`src/rtl/irq_sel_pkg.sv`:
```
package irq_sel_pkg;

  typedef enum logic [1:0] {
    PRIV_USER  = 2'd0,
    PRIV_SUPER = 2'd1,
    PRIV_RSVD  = 2'd2,
    PRIV_MACH  = 2'd3
  } priv_e;

  // A level's interrupts are globally on when running below it, or at it with its IE bit set.
  function automatic logic level_open(input logic [1:0] cur, input priv_e lvl, input logic ie);
    return (cur < lvl) || ((cur == lvl) && ie);
  endfunction

  // Host-side supervisor enable: a guest running always lets host-owned lines in.
  function automatic logic host_open(input logic virt, input logic s_open);
    return virt | s_open;
  endfunction

  // Guest-side enable: only while virtualized and supervisor gate is open.
  function automatic logic guest_open(input logic virt, input logic s_open);
    return virt & s_open;
  endfunction

endpackage

```
`src/rtl/irq_gate_en.sv`:
```
module irq_gate_en
  import irq_sel_pkg::*;
(
  input  logic [1:0] priv_i,
  input  logic       virt_i,
  input  logic       mie_i,
  input  logic       sie_i,
  output logic       m_en_o,
  output logic       s_en_o,
  output logic       hs_en_o,
  output logic       vs_en_o
);

  always_comb begin
    m_en_o  = level_open(priv_i, PRIV_MACH, mie_i);
    s_en_o  = level_open(priv_i, PRIV_SUPER, sie_i);
    hs_en_o = host_open(virt_i, s_en_o);
    vs_en_o = guest_open(virt_i, s_en_o);
  end

endmodule

```
`src/rtl/irq_group_mask.sv`:
```
module irq_group_mask #(
  parameter int N = 64
) (
  input  logic [N-1:0] pend_i,
  input  logic [N-1:0] en_i,
  input  logic [N-1:0] mdeleg_i,
  input  logic [N-1:0] hdeleg_i,
  input  logic         m_en_i,
  input  logic         hs_en_i,
  input  logic         vs_en_i,
  output logic [N-1:0] surv_o
);

  logic [N-1:0] act_w;
  assign act_w = pend_i & en_i;

  for (genvar b = 0; b < N; b++) begin : g_bit
    logic gate_w;
    always_comb begin
      unique case ({mdeleg_i[b], hdeleg_i[b]})
        2'b10:   gate_w = hs_en_i;
        2'b11:   gate_w = vs_en_i;
        default: gate_w = m_en_i;
      endcase
    end
    assign surv_o[b] = act_w[b] & gate_w;
  end

endmodule

```
`src/rtl/irq_lowest_pick.sv`:
```
module irq_lowest_pick #(
  parameter int N = 64,
  localparam int IW = (N > 1) ? $clog2(N) : 1
) (
  input  logic [N-1:0]  vec_i,
  output logic          any_o,
  output logic [IW-1:0] idx_o
);

  // Scan from the top so the last hit written is the lowest set bit.
  function automatic logic [IW-1:0] trailing_zeros(input logic [N-1:0] v);
    logic [IW-1:0] r;
    r = '0;
    for (int i = N - 1; i >= 0; i--) begin
      if (v[i]) r = IW'(i);
    end
    return r;
  endfunction

  assign any_o = |vec_i;
  assign idx_o = trailing_zeros(vec_i);

endmodule

```
`src/rtl/irq_delegated_select.sv`:
```
module irq_delegated_select #(
  parameter int N       = 64,
  parameter bit REG_OUT = 1'b1,
  localparam int IW     = (N > 1) ? $clog2(N) : 1
) (
  input  logic          clk,
  input  logic          rst_n,
  input  logic [N-1:0]  pend_i,
  input  logic [N-1:0]  en_i,
  input  logic [N-1:0]  mdeleg_i,
  input  logic [N-1:0]  hdeleg_i,
  input  logic [1:0]    priv_i,
  input  logic          virt_i,
  input  logic          mie_i,
  input  logic          sie_i,
  output logic          irq_valid_o,
  output logic [IW-1:0] irq_idx_o
);

  logic          m_en_w, s_en_w, hs_en_w, vs_en_w;
  logic [N-1:0]  surv_w;
  logic          any_w;
  logic [IW-1:0] pick_w;

  irq_gate_en u_gate (
    .priv_i  (priv_i),
    .virt_i  (virt_i),
    .mie_i   (mie_i),
    .sie_i   (sie_i),
    .m_en_o  (m_en_w),
    .s_en_o  (s_en_w),
    .hs_en_o (hs_en_w),
    .vs_en_o (vs_en_w)
  );

  irq_group_mask #(.N(N)) u_mask (
    .pend_i   (pend_i),
    .en_i     (en_i),
    .mdeleg_i (mdeleg_i),
    .hdeleg_i (hdeleg_i),
    .m_en_i   (m_en_w),
    .hs_en_i  (hs_en_w),
    .vs_en_i  (vs_en_w),
    .surv_o   (surv_w)
  );

  irq_lowest_pick #(.N(N)) u_pick (
    .vec_i (surv_w),
    .any_o (any_w),
    .idx_o (pick_w)
  );

  if (REG_OUT) begin : g_reg
    always_ff @(posedge clk or negedge rst_n) begin
      if (!rst_n) begin
        irq_valid_o <= 1'b0;
        irq_idx_o   <= '0;
      end else begin
        irq_valid_o <= any_w;
        irq_idx_o   <= pick_w;
      end
    end
  end else begin : g_comb
    assign irq_valid_o = any_w;
    assign irq_idx_o   = pick_w;
  end

endmodule

```
`config.mk`:
```
export PLATFORM = sky130hd
export DESIGN_NAME = irq_delegated_select
export DESIGN_NICKNAME = d
export VERILOG_FILES = /design/src/rtl/irq_sel_pkg.sv /design/src/rtl/irq_gate_en.sv /design/src/rtl/irq_group_mask.sv /design/src/rtl/irq_lowest_pick.sv /design/src/rtl/irq_delegated_select.sv
export SDC_FILE = /design/constraint.sdc
export NUM_CORES = 1
export LEC_CHECK = 0
export CORE_AREA = 2 2 104 106
export DETAILED_ROUTE_END_ITERATION = 8
export DIE_AREA = 0 0 106 108
export DONT_BUFFER_PORTS = 1
export GPL_ROUTABILITY_DRIVEN = 0
export GPL_TIMING_DRIVEN = 1
export PLACE_DENSITY_LB_ADDON = 0.3
export SYNTH_ARGS = -nofsm -noshare
export SYNTH_HDL_FRONTEND = slang
export SYNTH_SLANG_ARGS = --single-unit
```
`constraint.sdc`:
```
create_clock -name clk -period 0.9 [get_ports clk]
set_input_delay 0.045 -clock clk [delete_from_list [all_inputs] [get_ports clk]]
set_output_delay 0.045 -clock clk [all_outputs]
set_load 0.01 [all_outputs]
```
# Word-level counts from Yosys, hierarchy flattened
# Index checks and enable logic that the tools add are counted.
[op_classes]
order_cmp = 2
n_eq_ne = 130
n_mux = 128
n_bitwise = 67
reduce_logical = 5
[ops]
columns = ["op", "n"]
rows = [
  ["$mux 6", 64],
  ["$eq 2x2->1 const B", 129],
  ["$pmux 1 s2", 64],
  ["$and 1x1->1", 65],
  ["$and 64x64->64", 1],
  ["$reduce_or 64->1", 1],
  ["$eq 2x1->1 const B", 1],
  ["$logic_and 1x1->1", 2],
  ["$logic_or 1x1->1", 2],
  ["$lt 2x1->1 const B", 1],
  ["$lt 2x2->1 const B", 1],
  ["$or 1x1->1", 1],
]
[word_totals]
ff_bits = 7
in_bits = 263
out_inout_bits = 7
word_cells = 334

# Logic depth before layout (Yosys ltp)
# Gate-level depths: netlist of the first run.
[logic_depth]
depth_word = 70
ltp_mapped = 13
mapped_depth_nobuf = 9

# Modules after synthesis
# A second synthesis of the first run with hierarchy kept.
[unflattened]
cells_unflattened = 370
hier_area_um2 = 2762.6
[by_module_without_submodules]
columns = ["mod", "n_inst", "cells_each", "area_each_um2", "seq_area_each_um2"]
rows = [
  ["irq_group_mask", 1, 213, 1655.3, 0.0],
  ["irq_lowest_pick", 1, 145, 887.1, 0.0],
  ["irq_delegated_select", 1, 7, 175.2, 175.2],
  ["irq_gate_en", 1, 5, 45.0, 0.0],
]

# Worst setup path before layout of the first run
# No wires, ideal clock.
[synth_path]
kind = "input to register"
from = "in sie_i"
to = "reg irq_idx_o[1]"
setup_ns = 0.127
arrival_time_ns = 1.785
required_ns = 0.773
slack_ns = -1.012
cell_stages = 11
n_path_buf = 3
path_cell_list = "nand2b_1 buf_4 nand2b_2 buf_6 buf_6 maj3_1 a21oi_1 nor2_1 a2111o_1 o221ai_1 a21oi_1"
[synth_between]
elab_chain_len = 69
word_cells_on_any_way = 196
classes_between = "mux (128); bitwise (66); reduce/logical (2)"
[synth_rtl]
columns = ["element", "line", "text"]
rows = [
  ["start, declared", "irq_delegated_select.sv:15", "input logic sie_i,"],
  ["$logic_and 1x1->1 (*)", "irq_sel_pkg.sv:12", "return (cur < lvl) || ((cur == lvl) && ie);"],
  ["$logic_or 1x1->1 (*)", "irq_sel_pkg.sv:12", ""],
  ["$and 1x1->1 / $or 1x1->1 (equally long branches)", "irq_sel_pkg.sv:22, irq_sel_pkg.sv:17", ""],
  ["$pmux 1 s2", "irq_group_mask.sv:20", "unique case ({mdeleg_i[b], hdeleg_i[b]})"],
  ["$and 1x1->1", "irq_group_mask.sv:26", "assign surv_o[b] = act_w[b] & gate_w;"],
  ["$mux 6 (63 in series)", "irq_lowest_pick.sv:15", "if (v[i]) r = IW'(i);"],
  ["$mux 6 (*)", "irq_lowest_pick.sv:15", ""],
  ["net pick_w[1]", "irq_delegated_select.sv:23", "logic [IW-1:0] pick_w;"],
  ["end signal, assigned", "irq_delegated_select.sv:60", "irq_idx_o <= pick_w;"],
  ["end, declared", "irq_delegated_select.sv:17", "output logic [IW-1:0] irq_idx_o"],
]
# Mark *: on every way through the listed nets, which the timed path passes. The rest lies on a longest branch.

# Worst setup path in the final report of the first run
[layout_path]
from = "in priv_i[0]"
to = "reg irq_idx_o[2]"
[layout_between]
elab_chain_len = 70
word_cells_on_any_way = 202
classes_between = "order compare (2); eq/ne (2); mux (128); bitwise (66); reduce/logical (4)"
[layout_rtl]
columns = ["element", "line", "text"]
rows = [
  ["start, declared", "irq_delegated_select.sv:12", "input logic [1:0] priv_i,"],
  ["$eq 2x1->1", "irq_sel_pkg.sv:12", ""],
  ["$logic_and 1x1->1", "irq_sel_pkg.sv:12", ""],
  ["$logic_or 1x1->1", "irq_sel_pkg.sv:12", ""],
  ["$and 1x1->1 / $or 1x1->1 (equally long branches)", "irq_sel_pkg.sv:22, irq_sel_pkg.sv:17", ""],
  ["$pmux 1 s2", "irq_group_mask.sv:20", ""],
  ["$and 1x1->1", "irq_group_mask.sv:26", ""],
  ["$mux 6 (63 in series)", "irq_lowest_pick.sv:15", ""],
  ["$mux 6 (*)", "irq_lowest_pick.sv:15", ""],
  ["net pick_w[2]", "irq_delegated_select.sv:23", ""],
]
# Marked as above.

==> results.yml, run 1 <==
global_routing:
  grt-ovfl-total: 0
  grt_pass1_wl_um: 20140
  gr-usage-met3_pct: 3.436
  antenna_found_initial: 0
  grtUsageMet1_pct: 26.22
  grt_pass1_vias: 3887
  busiest_layer: "met2"
  globalRouteTotalUtil_pct: 22.37
  grt_util_met2_pct: 43.69
  grt_max_degree: 41
place:
  place_ws_ns: -1.346
  hpwl_um: 11690
  numPortBuffers: 0
yosys:
  synth_nets: 688
  syn_area_um2: 2999
  syn_area_per_cell_um2: 7.057
  ys_types: 60
  synthFlopType: "dfrtp_1"
  ys_ff_latch: 7
  synth_area_leaders: "o211ai_1 (9.8%), maj3_1 (7.0%), o211a_1 (7.0%), a21oi_1 (6.2%), dfrtp_1 (5.8%)"
  synth_edf_count: 0
  synth_top_area_share_pct: 9.762
  synth_seq_area_share_pct: 5.841
  synthArstFlopShare_pct: 100.0
  synth_top_cell_by_area: "o211ai_1"
  netlist_instances: 425
  yosys_warnings: 0
run:
  drv_cap: 0
timing:
  grt_setup_unrepaired: "true"
  drv_slew: 0
  final.min_clock_period_ns: 1.794
  whs_ns: 0.1505
  finalHoldViolCount: 0
  setup_slack_ns: -0.8937
  max_slew_margin_pct: 70.00
  worst_pin_slew_ns: 0.4496
  fmax_mhz: 557.5
  setup_viol: 7
  setup_tns_ns: -5.844
  period_share_pct: 199.3
pwr:
  p_int_mw: 1.718
  p_sw_mw: 1.191
  power_per_cell_area_nw_per_um2: 708.0
  pwr-share-comb_pct: 71.4
  pwr-share-seq_pct: 13.5
  vdd_drop_max_mv: 0.5628
  clkPwrFrac_pct: 15.1
  netSwitchingFraction_pct: 40.93
  cellLeakagePower_nw: 1.582
  total_power_mw: 2.909
cts:
  path_clk_slew_ns: 0.04
  cts.sinks: 7
  htreeDepth: 1
  clockRootBuffer: "clkbuf_8"
  cts_tree: "done"
  clock_path_buffers: 2
  numCtsBuffers: 3
setup_path:
  worstSetupPathType: "in2reg"
  critPathBufInv: 2
  slowest_delay_ns: 0.34
  crit_path_end_kind: "flip-flop"
  crit_arrival_ns: 1.94
  cp_data_required_time_ns: 1.05
  crit_chain: "nor2b_4, buf_4, or3_1, a311o_1, nand4b_4, inv_2, a2111oi_2, o31a_1, o211ai_1, a21oi_1"
  start_kind: "input pin"
  cp_top_family: "compound AO/OA/AOI/OAI gates"
  crit_path_top_delay_cell: "a2111oi_2"
  critPathMaxFanout: 5
hold_path:
  holdCritPathClass: "in2async"
cells_and_area:
  nFillCells: 1071
  drive_gt1_share_pct: 34.83
  synthToLayoutAreaGrowth_pct: 37.00
  final_util_pct: 40.16
  diodes: 0
  final_nets: 755
die:
  start_util_pct: 29.31
  die_w_um: 106
  io_pins: 270
  core_area_um2: 10230
  rows: 37
  die-area_um2: 11450
  die_h_um: 108
route:
  ant_nets: 0
  drt-initial-drc-count: 204
  dr.pass1.iters: 4
  wl_per_cell_um: 22.23
  avgViaCountPerCell: 6.231
  wirelength_um: 13940
  vias: 3907
  drc: 0
status:
  violations: "setup timing"
  outcome: "complete, but fails checks"
## flip-flops by register name, summed over array words and instances (netlist names)
signal	flops
irq_idx_o	6
irq_valid_o	1
## logic make-up after synthesis
| family | Yosys count | share of synthesized area [%] |
|---|---|---|
| AO/OA/AOI/OAI | 231 | 55.19 |
| adder cells (fa/ha/maj) | 26 | 8.886 |
| AND/OR/NAND/NOR | 125 | 22.28 |
| flip-flops | 7 | 5.841 |
| buffers and inverters | 36 | 7.802 |
## worst paths after layout
check | from | end | slack (ns) | cells after the start
min in group clk | virt_i | irq_idx_o[0] | 0.25 | 4
max | priv_i[0] | irq_idx_o[2] | -0.89 | 10
min | rst_n | irq_valid_o | 0.15 | 1
max in group asynchronous | rst_n | irq_idx_o[1] | 0.51 | 1
## final cells by class
| class | count | area [µm²] | area share (%) |
|---|---|---|---|
| Clock buffer | 4 | 45.04 | 1.096 |
| Inverter | 5 | 18.77 | 0.4568 |
| Multi-Input combinational cell | 383 | 2885 | 70.22 |
| Sequential cell | 7 | 175.2 | 4.263 |
| Tap cell | 136 | 170.2 | 4.141 |
| Timing Repair Buffer | 92 | 814.5 | 19.82 |
## layer usage
metal  vias up  part of all wire (%)  routed length, µm
li1       1861                     -                  -
met2       187                    52               7302
met1      1851                    40               5544
met4         0                  0.74                103
met5         -                     0                  0
met3         8                   7.1                988
## cell usage after synthesis, types with 3 or more instances
library cell,instances
or3_1,6
o31a_1,7
o211a_1,21
o31ai_1,23
nor2b_1,9
nand4_1,3
nor4_1,4
nand2_1,22
o211ai_1,39
a31oi_1,5
a2bb2oi_1,7
maj3_2,5
buf_2,10
and2_1,3
nor3_1,7
inv_1,3
clkbuf_1,5
maj3_1,21
a211oi_1,3
nand2b_1,12
a21oi_1,37
buf_4,5
nand3_1,12
a21oi_2,5
buf_6,9
nor2_1,34
o21ai_0,18
o22ai_1,17
o2111ai_1,8
dfrtp_1,7
o21ai_1,18
## cell usage in the layout, fill, tap and decap left out, types with 11 or more instances in the layout
master,netlist,layout
buf_4,5,81
a21oi_2,5,16
o22ai_1,17,16
nand2_1,22,19
o31ai_1,23,19
o211ai_1,39,39
o21ai_1,18,17
maj3_1,21,20
o21ai_0,18,12
nor2_1,34,32
a21oi_1,37,25
o211a_1,21,21
nand2b_1,12,11
## stage by stage
step	cell area (µm²)	cells
CTS	3931	621
detailed placement	3715	609
global route	4109	627
floorplan	3078	425
global placement	3715	609
finish	4109	627
## what timing repair did
| action | in CTS | in global routing |
|---|---|---|
| pin swaps | 12 | 8 |
| setup buffers | 6 | 5 |
| endpoints found under the setup margin | 7 | 7 |
| cloned | 1 | 1 |
| hold endpoints to repair | 7 | 0 |
| resized for setup | 24 | 25 |
| hold buffers | 1 | 0 |
## power groups by stage
stage          sequential [mW]  clock (mW)  combinational (mW)
2_1_floorplan            0.386           0                1.25
6_report                 0.393       0.438                2.08
3_3_place_gp             0.401           0                1.79
3_5_place_dp             0.401           0                1.83
5_1_grt                  0.399       0.472                2.26
4_1_cts                  0.396       0.448                1.94
Note: power is estimated with default switching activity, not from simulation.
==> inputs of run 2 (changes only) <==
--- a/config.mk
+++ b/config.mk
@@ -5,13 +5,15 @@
 export SDC_FILE = /design/constraint.sdc
 export NUM_CORES = 1
 export LEC_CHECK = 0
-export CORE_AREA = 2 2 104 106
+export ABC_CLOCK_PERIOD_IN_PS = 1900
+export CORE_AREA = 2 2 106 108
 export DETAILED_ROUTE_END_ITERATION = 8
-export DIE_AREA = 0 0 106 108
+export DIE_AREA = 0 0 108 110
 export DONT_BUFFER_PORTS = 1
 export GPL_ROUTABILITY_DRIVEN = 0
 export GPL_TIMING_DRIVEN = 1
 export PLACE_DENSITY_LB_ADDON = 0.3
 export SYNTH_ARGS = -nofsm -noshare
 export SYNTH_HDL_FRONTEND = slang
+export SYNTH_HIERARCHICAL = 1
 export SYNTH_SLANG_ARGS = --single-unit
==> constraint.sdc (replaced) <==
create_clock -name clk -period 1.9 [get_ports clk]
set_input_delay 0.095 -clock clk [delete_from_list [all_inputs] [get_ports clk]]
set_output_delay 0.095 -clock clk [all_outputs]
set_load 0.01 [all_outputs]
==> results.yml, run 2 <==
timing:
  worst_pin_slew_ns: 0.5557
  period_share_pct: 106.0
  drv_slew: 0
  grt_setup_unrepaired: "true"
  finalHoldViolCount: 0
  max_slew_margin_pct: 62.61
  whs_ns: 0.2026
  fmax_mhz: 496.4
  setup_viol: 7
  setup_tns_ns: -0.4593
  setup_slack_ns: -0.1146
  final.min_clock_period_ns: 2.015
route:
  wl_per_cell_um: 18.58
  wirelength_um: 10700
  ant_nets: 0
  dr.pass1.iters: 4
  drt-initial-drc-count: 66
  avgViaCountPerCell: 5.661
  vias: 3261
  drc: 0
cells_and_area:
  largest_register: "irq_idx_o"
  layout_commonest_cell: "buf_4"
  drive_gt1_share_pct: 29.36
  final_nets: 700
  nFillCells: 1143
  final_cell_area_um2: 3705
  finalNonFillerCells: 576
  synthToLayoutAreaGrowth_pct: 34.29
  mostFrequentLayoutCells: "buf_4 (72), o211ai_1 (68), mux2i_1 (64)"
  final_util_pct: 34.63
  largest_register_ffs: 6
  largestRegisters: "irq_idx_o (6), irq_valid_o (1)"
  diodes: 0
setup_path:
  critPathMaxFanout: 8
  worstSetupPathType: "in2reg"
  start_kind: "input pin"
  crit_path_end_kind: "flip-flop"
  cp_data_required_time_ns: 2.02
  crit_path_start: "mie_i"
  crit_arrival_ns: 2.13
yosys:
  syn_area_per_cell_um2: 7.477
  yosys_warnings: 6
  synth_nets: 632
  netlist_instances: 369
  syn_area_um2: 2759
place:
  numPortBuffers: 0
  place_ws_ns: -0.4115
  dpl.cell_count: 562
  dpl_cell_area_um2: 3379
  hpwl_um: 9213
die:
  start_util_pct: 25.79
  core_area_um2: 10700
  die_w_um: 108
  die_h_um: 110
  rows: 38
  io_pins: 270
  die-area_um2: 11880
cts:
  clockRootBuffer: "clkbuf_8"
  path_clk_slew_ns: 0.04
  clock_path_buffers: 2
  numCtsBuffers: 3
  cts_tree: "done"
  cts.sinks: 7
  htreeDepth: 1
global_routing:
  grt_pass1_vias: 3207
  grt_pass1_wl_um: 15040
  antenna_found_initial: 0
  grt_max_degree: 35
  grt-ovfl-total: 0
  globalRouteTotalUtil_pct: 16.15
pwr:
  power_per_cell_area_nw_per_um2: 348.0
  netSwitchingFraction_pct: 39.84
  total_power_mw: 1.289
  p_sw_uw: 513.7
  clkPwrFrac_pct: 16.0
  p_int_uw: 775.6
  pwr-share-comb_pct: 69.1
  pwr-share-seq_pct: 14.9
  vdd_drop_max_mv: 0.1238
  cellLeakagePower_nw: 1.445
hold_path:
  holdCritPathClass: "in2async"
status:
  violations: "setup timing"
  outcome: "complete, but fails checks"
run:
  drv_cap: 0
-- run 2: final cells by class --
type                    instances  area (µm²)  area share [%]
flip-flops and latches          7       175.2           4.728
inverters                      10       37.54           1.013
well taps                     140       175.2           4.728
clock buffers                   4       45.04           1.216
multi-input cells             331        2522           68.09
repair buffers                 84       749.5           20.23
-- run 2: how the worst max path moves through the flow --
stage | endpoint | slack [ns] | cells after the start
CTS | irq_valid_o | -0.1 | 11
floorplan | irq_idx_o[2] | -0.08 | 11
finish | irq_idx_o[5] | -0.11 | 11
global route | irq_valid_o | -0.27 | 11
detailed placement | irq_idx_o[2] | -0.41 | 11
global placement | irq_idx_o[0] | -0.33 | 11
-- run 2: power groups by stage --
stage / combinational, mW / sequential (mW) / clock, mW
global route: 0.989 / 0.195 / 0.219
detailed placement: 0.799 / 0.195 / 0
floorplan: 0.539 / 0.184 / 0
CTS: 0.837 / 0.193 / 0.213
global placement: 0.783 / 0.197 / 0
finish: 0.891 / 0.192 / 0.207
-- run 2: what timing repair did --
action,CTS,global route
resized for setup,14,22
buffers inserted,5,4
pin swaps,6,12
setup endpoints to repair,7,7
gates cloned,0,1
hold buffers,1,0
hold endpoints to repair,7,0
-- run 2: per-layer routing --
layer	track usage, %	routed length [µm]	vias up
met2	31.31	5535	157
met3	1.293	618	6
met4	3.480	99	0
li1	-	-	1625
met1	19.33	4448	1473
met5	0	0	-
-- run 2: worst max-delay path: stages --
cell	delay, ns
nand3b_1	0.18
buf_6	0.15
buf_12	0.13
buf_4	0.13
o211ai_1	0.21
a21oi_2	0.06
or4_4	0.56
buf_4	0.17
nor2b_4	0.11
nand3_2	0.10
nor4_1	0.22
